`config.mk`:
```
export PLATFORM = sky130hd
export DESIGN_NAME = seg_alu
export DESIGN_NICKNAME = d
export VERILOG_FILES = /design/src/rtl/segalu_pkg.sv /design/src/rtl/alu_slice.sv /design/src/rtl/carry_chain.sv /design/src/rtl/lane_carry.sv /design/src/rtl/seg_alu.sv
export SDC_FILE = /design/constraint.sdc
export NUM_CORES = 1
export LEC_CHECK = 0
export ABC_AREA = 1
export BUFFER_PORTS_ARGS = -buffer_cell sky130_fd_sc_hd__buf_2
export CAP_MARGIN = 20
export CELL_PAD_IN_SITES_DETAIL_PLACEMENT = 0
export CELL_PAD_IN_SITES_GLOBAL_PLACEMENT = 2
export CORE_ASPECT_RATIO = 1.25
export CORE_MARGIN = 1
export CORE_UTILIZATION = 30
export CTS_BUF_LIST = sky130_fd_sc_hd__clkbuf_8
export DETAILED_ROUTE_END_ITERATION = 7
export PLACE_DENSITY_LB_ADDON = 0.1
export SKIP_CTS_REPAIR_TIMING = 1
export SYNTH_ARGS = -nofsm -noshare
export SYNTH_HDL_FRONTEND = slang
export SYNTH_SLANG_ARGS = --single-unit
```
`constraint.sdc`:
```
create_clock -name clk -period 11.8 [get_ports clk]
set_input_delay 1.18 -clock clk [delete_from_list [all_inputs] [get_ports clk]]
set_output_delay 1.18 -clock clk [all_outputs]
set_load 0.05 [all_outputs]
```
`src/rtl/segalu_pkg.sv`:
```
// Package: shared width and operation encoding for the segmented ALU.
// Assumes an operand width of at least 2 bits.
package segalu_pkg;
    localparam int unsigned DATA_W = 8;

    typedef enum logic [1:0] {
        OP_ADD = 2'b00,
        OP_SUB = 2'b01,
        OP_AND = 2'b10,
        OP_XOR = 2'b11
    } alu_op_e;
endpackage

```
`src/rtl/alu_slice.sv`:
```
// One-bit slice: a full adder with an optional B inversion, plus bitwise
// AND/XOR. It drives carry-out only for arithmetic ops.
// Assumes the carry-in is chosen outside the slice.
module alu_slice
    import segalu_pkg::*;
(
    input  logic    a,
    input  logic    b,
    input  logic    cin,
    input  alu_op_e op,
    output logic    y,
    output logic    cout
);
    logic b_eff;
    logic arith;

    // Purpose: invert B for subtraction and compute the slice output and carry.
    always_comb begin
        b_eff = (op == OP_SUB) ? ~b : b;
        arith = (op == OP_ADD) || (op == OP_SUB);
        cout  = arith ? ((a & b_eff) | (cin & (a ^ b_eff))) : 1'b0;
        unique case (op)
            OP_AND:  y = a & b;
            OP_XOR:  y = a ^ b;
            default: y = a ^ b_eff ^ cin;
        endcase
    end
endmodule

```
`src/rtl/carry_chain.sv`:
```
// Chains W slices. Wherever a cut bit is set, the next slice takes the
// lane carry-in (0 for add, 1 for subtract) instead of the ripple carry.
// Exposes the raw carry-out of every slice.
module carry_chain
    import segalu_pkg::*;
#(
    parameter int unsigned W = DATA_W
) (
    input  logic [W-1:0] a,
    input  logic [W-1:0] b,
    input  logic [W-2:0] cut,
    input  alu_op_e      op,
    output logic [W-1:0] y,
    output logic [W-1:0] co
);
    logic         lane_cin;
    logic [W-1:0] cin_v;

    // Purpose: the carry seed of every lane follows the operation.
    always_comb lane_cin = (op == OP_SUB);

    for (genvar i = 0; i < W; i++) begin : g_slice
        if (i == 0) begin : g_first
            assign cin_v[i] = lane_cin;
        end else begin : g_next
            assign cin_v[i] = cut[i-1] ? lane_cin : co[i-1];
        end
        alu_slice u_slice (
            .a   (a[i]),
            .b   (b[i]),
            .cin (cin_v[i]),
            .op  (op),
            .y   (y[i]),
            .cout(co[i])
        );
    end
endmodule

```
`src/rtl/lane_carry.sv`:
```
// Keeps each slice carry only at lane tops (bit W-1 or any cut bit), and
// clears all carries for bitwise operations.
module lane_carry
    import segalu_pkg::*;
#(
    parameter int unsigned W = DATA_W
) (
    input  logic [W-2:0] cut,
    input  alu_op_e      op,
    input  logic [W-1:0] co,
    output logic [W-1:0] lane_co
);
    logic [W-1:0] tops;

    // Purpose: select the slice carries that leave a lane.
    always_comb begin
        tops    = {1'b1, cut};
        lane_co = (op == OP_AND || op == OP_XOR) ? '0 : (co & tops);
    end
endmodule

```
`src/rtl/seg_alu.sv`:
```
// Top: segmented SIMD ALU with registered outputs and one-cycle latency.
// Assumes in_valid is low during reset and that inputs are stable around
// the clock edge. Outputs hold while in_valid is low.
module seg_alu
    import segalu_pkg::*;
#(
    parameter int unsigned W = DATA_W
) (
    input  logic         clk,
    input  logic         rst_n,
    input  logic         in_valid,
    input  logic [W-1:0] op_a,
    input  logic [W-1:0] op_b,
    input  logic [W-2:0] cut_mask,
    input  logic [1:0]   op_sel,
    output logic         out_valid,
    output logic [W-1:0] result,
    output logic [W-1:0] lane_cout
);
    alu_op_e      op;
    logic [W-1:0] y_c;
    logic [W-1:0] co_c;
    logic [W-1:0] lane_co_c;

    // Purpose: map the raw select onto the operation type.
    always_comb op = alu_op_e'(op_sel);

    carry_chain #(.W(W)) u_chain (
        .a  (op_a),
        .b  (op_b),
        .cut(cut_mask),
        .op (op),
        .y  (y_c),
        .co (co_c)
    );

    lane_carry #(.W(W)) u_lanes (
        .cut    (cut_mask),
        .op     (op),
        .co     (co_c),
        .lane_co(lane_co_c)
    );

    // Purpose: register the result and lane carries on issue; hold them otherwise.
    always_ff @(posedge clk) begin
        if (!rst_n) begin
            out_valid <= 1'b0;
            result    <= '0;
            lane_cout <= '0;
        end else begin
            out_valid <= in_valid;
            if (in_valid) begin
                result    <= y_c;
                lane_cout <= lane_co_c;
            end
        end
    end

    // valid is the issue strobe delayed by one clock
    p_valid_lag_r7: assert property (@(posedge clk) disable iff (!rst_n)
        in_valid |=> out_valid);
    p_valid_idle_r7: assert property (@(posedge clk) disable iff (!rst_n)
        !in_valid |=> !out_valid);
    // uncut add matches a full-width sum
    p_full_add_r2: assert property (@(posedge clk) disable iff (!rst_n)
        (in_valid && op_sel == 2'b00 && cut_mask == '0)
        |=> ({lane_cout[W-1], result} == ({1'b0, $past(op_a)} + {1'b0, $past(op_b)})));
    // bitwise AND reaches the output and raises no carry
    p_and_word_r5: assert property (@(posedge clk) disable iff (!rst_n)
        (in_valid && op_sel == 2'b10) |=> (result == ($past(op_a) & $past(op_b)) && lane_cout == '0));
    // bitwise XOR raises no carry
    p_xor_nocarry_r5: assert property (@(posedge clk) disable iff (!rst_n)
        (in_valid && op_sel == 2'b11) |=> (lane_cout == '0));
    // carries appear only at lane tops
    p_cout_tops_r6: assert property (@(posedge clk) disable iff (!rst_n)
        in_valid |=> ((lane_cout & ~{1'b1, $past(cut_mask)}) == '0));
    // outputs hold while idle
    p_hold_r8: assert property (@(posedge clk) disable iff (!rst_n)
        !in_valid |=> ($stable(result) && $stable(lane_cout)));
endmodule

```
After elaboration in Yosys (flattened, before gate mapping)
Cells that the tools add are included.
- eq/ne operators: 3
- mux-type cells: 32
- bitwise logic cells: 65
- reductions and logical operators: 3
- operators with widths (operator ; number):
    $and A1 B1 Y1 ; 24
    $xor A1 B1 Y1 ; 24
    $mux W1 ; 23
    $pmux W1 S2 ; 8
    $and A8 B8 Y8 ; 1
    $mux W8 ; 1
    $not A1 Y1 ; 8
    $or A1 B1 Y1 ; 8
    $eq A2 B2 Y1 const B ; 2
    $eq A2 B1 Y1 const B ; 1
    $logic_not A2 Y1 ; 1
    $logic_or A1 B1 Y1 ; 2
- bits in registers: 17
- logic and storage cells: 106

Depth between registers and ports, before layout
- depth after elaboration: 36
- depth in mapped cells: 30
- depth with buffers taken out: 29

Cells and area by module
A second synthesis with hierarchy kept.
- cells, all modules: 282
- area, all modules: 1650.3 µm²
- by module, submodules not included (module ; instances ; cells an instance ; area an instance (µm²) ; sequential area each (µm²)):
    seg_alu ; 1 ; 105 ; 721.9 ; 340.3
    alu_slice ; 8 ; 16 ; 90.1 ; 0.0
    carry_chain ; 1 ; 32 ; 136.4 ; 0.0
    lane_carry ; 1 ; 17 ; 71.3 ; 0.0

Worst setup path before layout
Ideal clock, no wire load.
- path kind: in2reg
- start point: input op_sel[0]
- end point: register result[7]
- setup time: 64 ps
- arrival time: 5793 ps
- data required time: 11736 ps
- path slack: 5943 ps
- stages: 29
- buffers on the path: 1
- cells stage by stage: buf_6 > inv_8 > nor2_8 > xor2_1 > fa_1 > a21oi_1 > a21oi_1 > fa_1 > a21oi_1 > a21oi_1 > fa_1 > a21oi_1 > a21oi_1 > fa_1 > a21oi_1 > a21oi_1 > fa_1 > a21oi_1 > a21oi_1 > fa_1 > nand2_1 > nor2_1 > a21oi_1 > fa_1 > inv_1 > nand2_1 > nand2_1 > nor2_1 > nor2_1
- word-level cells in the longest chain between the ends: 33
- elaborated cells between the ends (all ways): 58
- those cells by class: eq/ne (3); mux (23); bitwise (30); reduce/logical (2)
- RTL lines (element ; RTL line ; text):
    start: declaration ; seg_alu.sv:15 ; input logic [1:0] op_sel,
    $eq A2 B1 Y1 ; alu_slice.sv:19, alu_slice.sv:20, carry_chain.sv:20 ;
    $mux W1 ; alu_slice.sv:19 ; b_eff = (op == OP_SUB) ? ~b : b;
    $xor A1 B1 Y1 ; alu_slice.sv:21 ; cout = arith ? ((a & b_eff) | (cin & (a ^ b_eff))) : 1'b0;
    $and A1 B1 Y1 ; alu_slice.sv:21 ;
    $or A1 B1 Y1 ; alu_slice.sv:21 ;
    $mux W1 ; alu_slice.sv:21 ;
    $mux W1 ; carry_chain.sv:26 ; assign cin_v[i] = cut[i-1] ? lane_cin : co[i-1];
    $and A1 B1 Y1 ; alu_slice.sv:21 ;
    (+17 left out) ; -- ;
    $mux W1 ; alu_slice.sv:21 ;
    $mux W1 ; carry_chain.sv:26 ;
    $and A1 B1 Y1 ; alu_slice.sv:21 ;
    $or A1 B1 Y1 ; alu_slice.sv:21 ;
    $mux W1 ; alu_slice.sv:21 ;
    $mux W1 ; carry_chain.sv:26 ;
    $xor A1 B1 Y1 ; alu_slice.sv:25 ; default: y = a ^ b_eff ^ cin;
    $pmux W1 S2 (*) ; alu_slice.sv:22 ; unique case (op)
    end signal: assignment ; seg_alu.sv:53 ; result <= y_c;
    end: declaration ; seg_alu.sv:17 ; output logic [W-1:0] result,
Mark *: on every way between the ends. The rest lies on a longest branch, timed or not.
A chain may end at the register's enable or synchronous reset.

Final worst setup path
- start point: input op_sel[1]
- end point: register result[7]
The elaborated chain is that of the path after synthesis.

==> metrics <==
result of the run completed; Die W 60.08 µm; Worst Setup End Kind register; placed cells 257; Min Hold Slack 455.3 ps; WL final 2831 µm; Hold Path Sink lane_cout[0]; Final GP Congestion 0.7708; CTS tree yes; initial antenna violation count 0; final hold vios 0; post-layout util 37.54%; Final setup viols 0; Cell Area, Placed 0.001481 mm²; number of synthesized register bits 17; Critical Path Source Type input port; count of pins over their slew limit 0; H-tree Lvls 1; unrepaired setup endpoints after global routing false; count of cell types in the netlist 21; Starting Density 31.11%; vias in the first global route 1088; DP HPWL 2242 µm; Fmax achieved 0.1610 GHz; Hold WC Path Type reg -> reg; design area 0.001526 mm²; worst r2r path cells 2; worst-path maximum fanout 20; WP data required 11990 ps; DR WL/cell 10.85 µm; Syn Std Cell Area 0.001265 mm²; arrival time worst endpoint 6400 ps; FF+latch area 340.3 µm²; clock sink count 17; Slowest-stage cell, CP fa_1; CTS Buffer Depth 2; Final Critical Period 6211 ps; share of cells above drive strength 1 26.34%; DR pass1 iterations 5; clock skew 0 ps; PortBufs 44; commonest non-fill, non-tap cell in the layout buf_2; multi-input gate area in the final layout 805.8 µm²; leakage 0.7787 nW; Post-layout nets 249; num rows 26; clock root buffer clkbuf_8; hold wc startpoint lane_cout[0]; total grt overflow 0; Core Area 0.004066 mm²; Power, Total 0.1593 mW; total CTS buffers 3; number of antenna diodes 0; Clock Latency Late Sink 240 ps; Non-Filler Instances 261; dpl ws 5398 ps; Worst-path clk slew 60 ps; terminus of the critical flop-to-flop path result[0]; PwrDens 104.4 mW/mm²; Filler cells 467; RR Startpoint result[0]; initial drt markers 45; hold depth 2; DRC 0; maximum vdd drop 0.00003985 V; post-synthesis mux area share 0%; Cells after Synth 164; Final WS setup 5589 ps; die area 0.004482 mm²; Compound-Gate Fraction of Synth Area 10.88%; slew at the pin closest to its max-slew limit 431.3 ps; max-cap violations 0; first-pass GRT wire length 4774 µm; pin count of the biggest net entering global routing 21; worst rel slew slack 71.25%; Synth Warn # 0; post-route ant nets 0; commonest cells after routing, fill and taps aside 44 x buf_2, 36 x nand2_1, 21 x nand3_1; most used cell, CP a21oi_1; DR vias 1147; post-route setup TNS 0 ps; GRT Overall Usage 13.98%; Synth Area in Adders 18.99%; Post-Synth XOR/XNOR Area 4.847%; slowest stage delay, CP 440 ps; Post-Synth Simple-Gate Area 28.98%; I/O pins 45; syn_nets 207; mean post-synth cell area 7.713 µm²; Final Cycle Share 52.63%; post-synthesis sequential area ratio 26.90%; largest family of logic cells by synthesized area simple AND/OR/NAND/NOR gates; register-to-register setup slack 11170 ps; drt via density 4.395; Chip Height 74.60 µm; critical path start-end classification in -> reg; Area Overhead vs Synth 20.67%
per-layer routing:
layer	GRT usage, %	part of all wire (%)
met5	0	0
met4	4.393	1.1
met3	2.087	3.7
met2	21.98	44
met1	19.55	51
sequential cells by signal (all words and copies together), names as in the netlist:
signal	count
out_valid	1
result	8
lane_cout	8
cell families after synthesis:
kind of cell | count (synthesis)
xor+xnor | 7
compound gates | 27
flops | 17
buf+inv | 17
simple gates | 81
fa+ha+maj | 15
area by class of cell:
cell class                 count  share of cell area, %
multi-input combinational    130                  52.79
sequential                    17                  22.30
timing repair buffer          44                  14.43
tap                           56                  4.590
inverter                      10                  2.951
clock buffer                   3                  2.705
clock inverter                 1                 0.2459
synthesized netlist by cell type:
cell	number	area, µm²
nor2_4	1	11.26
buf_6	3	33.78
ha_1	8	100.1
nand3_1	21	105.1
clkbuf_2	1	5.000
o21ai_0	14	70.07
inv_2	2	7.510
inv_1	7	26.28
nor2_8	1	20.02
xor2_1	6	52.55
xnor2_1	1	8.760
nand3_2	2	20.02
nor2_1	20	75.07
buf_4	2	15.01
buf_12	1	20.02
a21oi_1	12	60.06
dfxtp_1	17	340.3
o31ai_1	1	7.510
inv_8	1	11.26
fa_1	7	140.1
nand2_1	36	135.1
critical path: cells and delay by family:
kind            cells  cell delay, ps
fa+ha+maj           7            2810
buf+inv             2             420
compound gates     11            1320
simple gates        7             480
xor+xnor            1             180
where the power goes:
part	total, mW	switching, mW	leakage, nW	internal (mW)
Clock	0.0432	0.0202	0.0269	0.0231
Combinational	0.0540	0.0360	0.612	0.0180
Sequential	0.0621	0.00130	0.140	0.0608
Total	0.159	0.0575	0.779	0.102
how the worst max path moves through the flow:
stage                     end  depth (start not counted)  startpoint  slack, ps
global placement    result[7]                         28   op_sel[1]       5440
finish              result[7]                         28   op_sel[1]       5590
floorplan           result[7]                         29   op_sel[0]       5940
CTS                 result[7]                         28   op_sel[1]       5650
detailed placement  result[7]                         28   op_sel[1]       5400
global route        result[7]                         28   op_sel[1]       5210
(Power assumes the default switching activity.)
